## src/rtl/copro_pkg.sv

```systemverilog
package copro_pkg;
  localparam int N_OPS = 4;
  localparam int OP_L  = 0;
  localparam int OP_LX = 1;
  localparam int OP_R  = 2;
  localparam int OP_RX = 3;

  typedef enum logic [3:0] {
    MV_LEFT = 4'd0, MV_LEFT_PAIR = 4'd1, MV_RIGHT = 4'd2, MV_RIGHT_PAIR = 4'd3,
    MV_CTRL = 4'd4, MV_LR = 4'd5, MV_RES2L = 4'd6, MV_RES2R = 4'd7,
    RD_LEFT = 4'd8, RD_LEFTX = 4'd9, RD_RIGHT = 4'd10, RD_RIGHTX = 4'd11,
    RD_CTRL = 4'd12, RD_NONE = 4'd13, RD_RES = 4'd14, RD_RESX = 4'd15
  } mv_code_e;

  typedef enum logic [1:0] {SRC_KEEP, SRC_A, SRC_B, SRC_ENG} src_e;

  typedef enum logic [2:0] {
    RS_LEFT, RS_LEFTX, RS_RIGHT, RS_RIGHTX, RS_CTRL, RS_ZERO, RS_RES, RS_RESX
  } rsel_e;

  typedef struct packed {
    src_e [N_OPS-1:0] op_src;
    logic             ctrl_ld;
    logic             func_ok;
    logic             is_read;
    rsel_e            rsel;
    logic             need_res;
    logic             is_write;
  } dec_t;
endpackage

```

## src/rtl/copro_cmd_decode.sv

```systemverilog
module copro_cmd_decode
  import copro_pkg::*;
(
  input  logic [3:0] code,
  output dec_t       dec
);
  always_comb begin
    dec          = '0;
    dec.func_ok  = 1'b1;
    dec.rsel     = RS_ZERO;
    unique case (code)
      MV_LEFT: begin
        dec.op_src[OP_L] = SRC_B;
        dec.is_write     = 1'b1;
      end
      MV_LEFT_PAIR: begin
        dec.op_src[OP_L]  = SRC_B;
        dec.op_src[OP_LX] = SRC_A;
        dec.is_write      = 1'b1;
        dec.func_ok       = 1'b0;
      end
      MV_RIGHT: begin
        dec.op_src[OP_R] = SRC_B;
        dec.is_write     = 1'b1;
      end
      MV_RIGHT_PAIR: begin
        dec.op_src[OP_R]  = SRC_B;
        dec.op_src[OP_RX] = SRC_A;
        dec.is_write      = 1'b1;
        dec.func_ok       = 1'b0;
      end
      MV_CTRL: begin
        dec.ctrl_ld  = 1'b1;
        dec.is_write = 1'b1;
      end
      MV_LR: begin
        dec.op_src[OP_L] = SRC_B;
        dec.op_src[OP_R] = SRC_A;
        dec.is_write     = 1'b1;
        dec.func_ok      = 1'b0;
      end
      MV_RES2L: begin
        dec.op_src[OP_L]  = SRC_ENG;
        dec.op_src[OP_LX] = SRC_ENG;
        dec.is_write      = 1'b1;
        dec.need_res      = 1'b1;
      end
      MV_RES2R: begin
        dec.op_src[OP_R]  = SRC_ENG;
        dec.op_src[OP_RX] = SRC_ENG;
        dec.is_write      = 1'b1;
        dec.need_res      = 1'b1;
      end
      RD_LEFT:   begin dec.is_read = 1'b1; dec.rsel = RS_LEFT;   end
      RD_LEFTX:  begin dec.is_read = 1'b1; dec.rsel = RS_LEFTX;  end
      RD_RIGHT:  begin dec.is_read = 1'b1; dec.rsel = RS_RIGHT;  end
      RD_RIGHTX: begin dec.is_read = 1'b1; dec.rsel = RS_RIGHTX; end
      RD_CTRL:   begin dec.is_read = 1'b1; dec.rsel = RS_CTRL;   end
      RD_NONE:   begin dec.is_read = 1'b1; dec.rsel = RS_ZERO;   end
      RD_RES: begin
        dec.is_read  = 1'b1;
        dec.rsel     = RS_RES;
        dec.need_res = 1'b1;
      end
      default: begin
        dec.is_read  = 1'b1;
        dec.rsel     = RS_RESX;
        dec.need_res = 1'b1;
      end
    endcase
  end
endmodule

```

## src/rtl/copro_operand_bank.sv

```systemverilog
module copro_operand_bank
  import copro_pkg::*;
#(
  parameter int DW = 32
) (
  input  logic                       clk,
  input  logic                       rst_n,
  input  logic                       commit,
  input  src_e [N_OPS-1:0]           src,
  input  logic [DW-1:0]              data_a,
  input  logic [DW-1:0]              data_b,
  input  logic [DW-1:0]              eng_res,
  input  logic [DW-1:0]              eng_resx,
  output logic [N_OPS-1:0][DW-1:0]   ops
);
  // even slots are primary words, odd slots are extension words
  for (genvar i = 0; i < N_OPS; i++) begin : g_op
    logic [DW-1:0] q;
    logic [DW-1:0] eng_v;
    assign eng_v  = ((i % 2) == 0) ? eng_res : eng_resx;
    assign ops[i] = q;

    always_ff @(posedge clk) begin
      if (!rst_n) begin
        q <= '0;
      end else if (commit) begin
        case (src[i])
          SRC_A:   q <= data_a;
          SRC_B:   q <= data_b;
          SRC_ENG: q <= eng_v;
          default: q <= q;
        endcase
      end
    end
  end
endmodule

```

## src/rtl/copro_ctrl_reg.sv

```systemverilog
module copro_ctrl_reg #(
  parameter int DW     = 32,
  parameter int FLAG_W = 6
) (
  input  logic              clk,
  input  logic              rst_n,
  input  logic              ld_full,
  input  logic [DW-1:0]     full_val,
  input  logic              ld_func,
  input  logic [DW/4-1:0]   func_val,
  input  logic              merge,
  input  logic [FLAG_W-1:0] eng_flags,
  output logic [DW-1:0]     ctrl,
  output logic              fault_hit
);
  localparam int BW      = DW / 4;
  localparam int FLAG_LO = 2 * BW;
  localparam int MASK_LO = 3 * BW;

  logic [DW-1:0] q;
  logic [BW-1:0] flags_ext;
  logic [BW-1:0] merged;

  assign flags_ext = {{(BW-FLAG_W){1'b0}}, eng_flags};
  assign merged    = q[FLAG_LO +: BW] | flags_ext;
  assign fault_hit = |(merged & q[MASK_LO +: BW]);
  assign ctrl      = q;

  always_ff @(posedge clk) begin
    if (!rst_n) begin
      q <= '0;
    end else if (ld_full) begin
      q <= full_val;
    end else begin
      if (ld_func) q[BW-1:0]        <= func_val;
      if (merge)   q[FLAG_LO +: BW] <= merged;
    end
  end
endmodule

```

## src/rtl/copro_result_tracker.sv

```systemverilog
module copro_result_tracker (
  input  logic clk,
  input  logic rst_n,
  input  logic wrote,
  input  logic eng_done,
  output logic res_ok,
  output logic eng_restart
);
  always_ff @(posedge clk) begin
    if (!rst_n) begin
      res_ok      <= 1'b0;
      eng_restart <= 1'b1;
    end else begin
      eng_restart <= wrote;
      if (wrote)                         res_ok <= 1'b0;
      else if (eng_done && !eng_restart) res_ok <= 1'b1;
    end
  end


  restart_clears_chk: assert property (@(posedge clk) disable iff (!rst_n)
    wrote |=> !res_ok);
endmodule

```

## src/rtl/copro_regfile.sv

```systemverilog
module copro_regfile
  import copro_pkg::*;
#(
  parameter int DW     = 32,
  parameter int FLAG_W = 6
) (
  input  logic              clk,
  input  logic              rst_n,
  input  logic              cmd_valid,
  output logic              cmd_ready,
  input  logic              cmd_wfunc,
  input  logic [3:0]        cmd_code,
  input  logic [DW-1:0]     data_a,
  input  logic [DW-1:0]     data_b,
  output logic              fault,
  output logic              rd_valid,
  output logic [DW-1:0]     rd_data,
  output logic [DW-1:0]     op_left,
  output logic [DW-1:0]     op_leftx,
  output logic [DW-1:0]     op_right,
  output logic [DW-1:0]     op_rightx,
  output logic [DW-1:0]     op_ctrl,
  output logic              eng_restart,
  input  logic              eng_done,
  input  logic [DW-1:0]     eng_res,
  input  logic [DW-1:0]     eng_resx,
  input  logic [FLAG_W-1:0] eng_flags
);
  localparam int BW = DW / 4;

  dec_t                     dec;
  logic                     res_ok;
  logic                     accept;
  logic                     commit;
  logic                     func_ld;
  logic                     wrote;
  logic                     fault_hit;
  logic [N_OPS-1:0][DW-1:0] ops;
  logic [DW-1:0]            rd_mux;

  copro_cmd_decode u_dec (.code(cmd_code), .dec(dec));

  assign cmd_ready = !(dec.need_res && !res_ok);
  assign accept    = cmd_valid && cmd_ready;
  assign fault     = accept && dec.need_res && fault_hit;
  assign commit    = accept && !fault;
  assign func_ld   = accept && cmd_wfunc && dec.func_ok;
  assign wrote     = (commit && dec.is_write) || func_ld;

  copro_operand_bank #(.DW(DW)) u_ops (
    .clk(clk), .rst_n(rst_n), .commit(commit), .src(dec.op_src),
    .data_a(data_a), .data_b(data_b), .eng_res(eng_res), .eng_resx(eng_resx),
    .ops(ops)
  );

  copro_ctrl_reg #(.DW(DW), .FLAG_W(FLAG_W)) u_ctrl (
    .clk(clk), .rst_n(rst_n),
    .ld_full(commit && dec.ctrl_ld), .full_val(data_b),
    .ld_func(func_ld), .func_val(data_a[BW-1:0]),
    .merge(accept && dec.need_res), .eng_flags(eng_flags),
    .ctrl(op_ctrl), .fault_hit(fault_hit)
  );

  copro_result_tracker u_trk (
    .clk(clk), .rst_n(rst_n), .wrote(wrote), .eng_done(eng_done),
    .res_ok(res_ok), .eng_restart(eng_restart)
  );

  assign op_left   = ops[OP_L];
  assign op_leftx  = ops[OP_LX];
  assign op_right  = ops[OP_R];
  assign op_rightx = ops[OP_RX];

  always_comb begin
    unique case (dec.rsel)
      RS_LEFT:   rd_mux = ops[OP_L];
      RS_LEFTX:  rd_mux = ops[OP_LX];
      RS_RIGHT:  rd_mux = ops[OP_R];
      RS_RIGHTX: rd_mux = ops[OP_RX];
      RS_CTRL:   rd_mux = op_ctrl;
      RS_RES:    rd_mux = eng_res;
      RS_RESX:   rd_mux = eng_resx;
      default:   rd_mux = '0;
    endcase
  end

  always_ff @(posedge clk) begin
    if (!rst_n) begin
      rd_valid <= 1'b0;
      rd_data  <= '0;
    end else begin
      rd_valid <= commit && dec.is_read;
      if (commit && dec.is_read) rd_data <= rd_mux;
    end
  end


  nonresult_ready_chk: assert property (@(posedge clk) disable iff (!rst_n)
    !(cmd_code inside {4'd6, 4'd7, 4'd14, 4'd15}) |-> cmd_ready);

  result_after_restart_chk: assert property (@(posedge clk) disable iff (!rst_n)
    (eng_restart && cmd_code inside {4'd6, 4'd7, 4'd14, 4'd15}) |-> !cmd_ready);

  fault_freeze_chk: assert property (@(posedge clk) disable iff (!rst_n)
    fault |=> ($stable(op_left) && $stable(op_leftx) && $stable(op_right) && $stable(op_rightx)));

  fault_noread_chk: assert property (@(posedge clk) disable iff (!rst_n)
    fault |=> !rd_valid);

  read_latency_chk: assert property (@(posedge clk) disable iff (!rst_n)
    (cmd_valid && cmd_ready && !fault && cmd_code[3]) |=> rd_valid);

  restart_on_change_chk: assert property (@(posedge clk) disable iff (!rst_n)
    !$stable(op_left) |-> eng_restart);
endmodule

```

## config.mk

```make
export PLATFORM = sky130hd
export DESIGN_NAME = copro_regfile
export DESIGN_NICKNAME = d
export VERILOG_FILES = /design/src/rtl/copro_pkg.sv /design/src/rtl/copro_cmd_decode.sv /design/src/rtl/copro_operand_bank.sv /design/src/rtl/copro_ctrl_reg.sv /design/src/rtl/copro_result_tracker.sv /design/src/rtl/copro_regfile.sv
export SDC_FILE = /design/constraint.sdc
export NUM_CORES = 1
export LEC_CHECK = 0
export CAP_MARGIN = 20
export CORE_MARGIN = 2
export CORE_UTILIZATION = 29
export DETAILED_ROUTE_END_ITERATION = 10
export PLACE_DENSITY_LB_ADDON = 0.15
export SLEW_MARGIN = 20
export SYNTH_ARGS = -nofsm -noshare
export SYNTH_HDL_FRONTEND = slang
export SYNTH_SLANG_ARGS = --single-unit
```

## constraint.sdc

```tcl
create_clock -name clk -period 4.3 [get_ports clk]
set_input_delay 0.645 -clock clk [delete_from_list [all_inputs] [get_ports clk]]
set_output_delay 0.645 -clock clk [all_outputs]
set_load 0.005 [all_outputs]
```

Yosys cells after proc, flatten, opt, wreduce, memory -nomap -nowiden
Cells that the tools add are included.
{ "word_totals": {"regBits": 195, "in_bits": 143, "output_inout_bits": 196, "word_cells": 99} }
{ "classes": {"eq_ne": 32, "muxes": 18, "n_bitwise": 3, "n_reduce_logical": 35} }
{ "ops": {"columns": ["cell", "n"], "rows": [
  ["$pmux 32 s3", 4],
  ["$pmux 32 s7", 1],
  ["$mux 8", 4],
  ["$pmux 4 s8", 1],
  ["$eq 4x4->1 const B", 7],
  ["$eq 2x2->1 const B", 8],
  ["$eq 4x3->1 const B", 4],
  ["$reduce_or 8->1", 2],
  ["$pmux 2 s2", 3],
  ["$reduce_bool 3->1", 4],
  ["$reduce_or 12->1", 1],
  ["$logic_and 1x1->1", 11],
  ["$eq 3x3->1 const B", 3],
  ["$and 8x8->8", 1],
  ["$eq 2x1->1 const B", 4],
  ["$eq 4x2->1 const B", 2],
  ["$or 8x6->8", 1],
  ["$reduce_and 2->1", 4],
  ["$eq 3x2->1 const B", 2],
  ["$pmux 2 s3", 1],
  ["$reduce_or 3->1", 2],
  ["$eq 4x1->1 const B", 1],
  ["$logic_not 1->1", 4],
  ["$logic_not 4->1", 1],
  ["7 further kinds", 12]
]} }

Logic depth before layout (Yosys ltp)
{ "logic_depth": {"word_depth": 13, "depth_mapped": 8, "depth_no_buf": 6} }

Cells and area by module
From an unflattened synthesis, not the netlist that was laid out.
{ "unflattened": {"hier_cells": 1259, "hier_area_um2": 11603.6} }
{ "by_module_without_submodules": {"columns": ["mod", "n_inst", "cells_per_inst", "area_per_inst_um2"], "rows": [
  ["copro_operand_bank", 1, 767, 7124.3],
  ["copro_regfile", 1, 338, 2914.0],
  ["copro_ctrl_reg", 1, 128, 1350.0],
  ["copro_cmd_decode", 1, 20, 142.6],
  ["copro_result_tracker", 1, 6, 72.6]
]} }

Worst setup path before layout
OpenSTA, ideal clock, no wires.
{ "synth_path": {"path_type": "input -> output", "start": "in cmd_code[2]", "end": "out fault", "t_arrival_ns": 1.457, "required_time_ns": 3.655, "slack_ns": 2.198, "cell_stages": 6, "path_cell_list": "and2_1 -> and3_1 -> buf_4 -> o21ai_4 -> inv_2 -> buf_2"} }
{ "synth_via": {"elab_chain_cells": 8, "elab_cells_between_ends": 19, "classes_between": "eq/ne: 11; mux: 1; reduce/logical: 7"} }
{ "synth_rtl": {"columns": ["item", "line", "source"], "rows": [
  ["start, declared", "copro_regfile.sv:12", "input logic [3:0] cmd_code,"],
  ["$eq 4x1->1, or another cell as far along", "copro_cmd_decode.sv:11", "unique case (code)"],
  ["$reduce_or 12->1 (no line) *", null, null],
  ["$mux 1 *", "copro_cmd_decode.sv:11", null],
  ["$logic_and 1x1->1", "copro_regfile.sv:43", "assign cmd_ready = !(dec.need_res && !res_ok);"],
  ["$logic_not 1->1", "copro_regfile.sv:43", null],
  ["$logic_and 1x1->1", "copro_regfile.sv:44", "assign accept = cmd_valid && cmd_ready;"],
  ["$logic_and 1x1->1 * (2 in series)", "copro_regfile.sv:45", "assign fault = accept && dec.need_res && fault_hit;"],
  ["end, declared", "copro_regfile.sv:15", "output logic fault,"]
]} }
Mark *: on every way between the ends. The rest lies on a longest branch, timed or not.

Worst setup path after layout
Same ends and word-level chain as after synthesis.

==> results.ini <==
[worst_hold_path]
holdCritPathClass=flop to flop

[clock_network]
cts_tree=yes
post_cts.repair.setup_buffers=0
cts_root_buf=clkbuf_16
cts_buffers=17
cts_resized=0
ctsHoldBuffers=0
cts_buffer_depth=2
insertion_delay_ps=440
clk_pin_slew_ps=70
cts.sinks=195
cts-htree-levels=4

[synthesis]
synth_edf_count=0
synth_seq_cells=195
syn_inst=1090
ys_warn_count=0
syn_area_mm2=0.00986
synth_nets=1233
synth_flop_cell=dfxtp_1
async_reset_ff_share_pct=0
synth_cell_types=45
avgSynthCellArea_um2=9.05
synth_seq_area_share_pct=39.6

[cells_and_area]
fin_cells=1830
multiInputGateArea_mm2=0.00546
stdcell_area_mm2=0.0143
nets=1511
final_util_pct=42.6
n_fill_cell=3337
area_growth_pct=44.8
drive_above_1_share_pct=12.1
regArea_mm2=0.00390

[grt]
overflow=0
grt_pass1_wl_um=70000
antenna_found_initial=3
grt_pass1_vias=10449
grt_start_max_net_pins=92
grt_use_total_pct=26.2

[drt]
finalWirelength_um=48300
dr_total_vias=10707
antenna_left=0
drc=0
wl_per_cell_um=26.4
routed_via_density=5.85
drtIter0Drc=1363
firstDrtPassIters=8

[status]
status=finished clean

[power]
power_frac_comb_pct=17.2
cellLeakagePower_nw=4.82
clockPowerShare_pct=37.9
power_frac_seq_pct=44.8
total_power_mw=4.30
power-per-cell-area_mw_per_mm2=301
vdd_drop_max_uv=261
p_int_mw=3.05
power.switching_mw=1.25
p_sw_share_pct=29.0

[timing]
slew_headroom_pct=31.0
hold_violations=0
period_share_pct=78.8
fin_worst_hold_slack_ps=482
setup-violations-final=0
worstMarginPinSlew_ps=1030
finClkSkew_ps=20.3
setup_ws_ps=911
setup_tns_ps=0
rsz0062_at_grt=no
finalCriticalPeriod_ps=3390
fmax_ghz=0.295
finalMaxSlewViolations=0

[floorplanning]
coreArea_mm2=0.0335
ios=339
die_w_um=188
die_height_um=188
num_rows=67
dieArea_mm2=0.0355
start_util_pct=29.4

[critical_path]
crit_type=input pin to output port
critPathLaunchType=input pin
required_ps=3650
cp.arrival_ps=2740
end_kind=output port
critical_path.max_fanout=10

[placed_design]
io_buffers=338
gp_congestion=0.856
placed_area_mm2=0.0137
dp_cells=1797
place_hpwl_um=32300
place_ws_ps=648

[run]
cap_violations=0

[power by group through the flow]
stage | Clock (mW) | Sequential (mW) | Combinational, mW
after detailed placement | 0 | 1.97 | 0.735
after floorplan | 0 | 1.96 | 0.305
after global placement | 0 | 1.97 | 0.730
final | 1.63 | 1.93 | 0.742
after global routing | 1.72 | 1.94 | 0.789
after CTS | 1.66 | 1.93 | 0.738
[layout make-up]
cell class,count,share of cell area [%]
timing repair buffer,382,26.3
inverter,6,0.193
clock inverter,13,0.999
multi-input combinational,766,38.2
clock buffer,17,2.98
sequential,195,27.3
tap,448,3.92
antenna,3,0.0526
[critical path: stages]
cell and delay [ps]:
clkdlybuf4s50_1 470, and2_1 200, and3_1 420, o21ai_4 100, inv_2 230, clkdlybuf4s50_1 670
[worst paths after layout]
check	from	endpoint	slack (ps)	depth (start not counted)
max	cmd_code[2]	fault	910	6
min	rd_data[9]$_SDFFE_PN0P_	rd_data[9]$_SDFFE_PN0P_	480	1
max reg2reg	u_ctrl.ctrl[30]$_SDFFE_PN0P_	u_ops.g_op[0].q[30]$_SDFFE_PN0P_	1330	7
min reg2reg	rd_data[9]$_SDFFE_PN0P_	rd_data[9]$_SDFFE_PN0P_	480	1
[state kept, by name, summed over array words and instances, names as in the netlist]
register           count
u_trk.eng_restart      1
rd_valid               1
u_ops.g_op.q         128
rd_data               32
u_ctrl.ctrl           32
u_trk.res_ok           1
[cells in the final DEF, fill, tap and decap left out, drive strengths merged, types with 2 or more instances in the layout]
cell type      count
a211oi           104
a21oi            191
a222oi            32
a22o              63
a22oi             97
and2               5
and2b              2
and3               2
buf               44
clkbuf            17
clkdlybuf4s50    338
clkinv             5
dfxtp            195
diode              3
inv               13
mux2              32
mux2i             40
nand2             41
nand2b             3
nand3             39
nor2              18
nor3              71
nor3b              2
o21ai             13
[layer usage]
metal	up-vias	part of all wire, %	track usage [%]
met4	0	2.4	8.77
li1	4832	-	-
met2	588	46	42.5
met1	5220	42	34.8
met5	-	0	0
met3	67	8.8	5.35
[synth_stat cells, types with 2 or more instances]
cell | number | share of area, %
nor3_2 | 4 | 0.41
nand2b_1 | 3 | 0.19
and3_1 | 2 | 0.13
a222oi_1 | 32 | 3.2
a22oi_1 | 97 | 7.4
mux2_2 | 32 | 3.7
nand2_1 | 40 | 1.5
a21oi_1 | 191 | 9.7
and2_1 | 5 | 0.32
a211oi_2 | 31 | 3.9
a22o_1 | 63 | 5.6
mux2i_1 | 40 | 4.1
clkbuf_1 | 47 | 1.8
buf_2 | 57 | 2.9
nor2_1 | 17 | 0.65
o21ai_0 | 12 | 0.61
buf_4 | 15 | 1.1
buf_1 | 3 | 0.11
a211oi_1 | 73 | 5.6
dfxtp_1 | 195 | 40
nand3_1 | 38 | 1.9
inv_1 | 5 | 0.19
nor3_1 | 66 | 3.3
[cell families after synthesis]
kind of cell,after synthesis,share of synthesized area [%]
compound gates,506,36.7
buf+inv,129,6.28
flops,195,39.6
mux,72,7.71
simple gates,188,9.74
No activity file was read; power rests on OpenSTA's default activity.
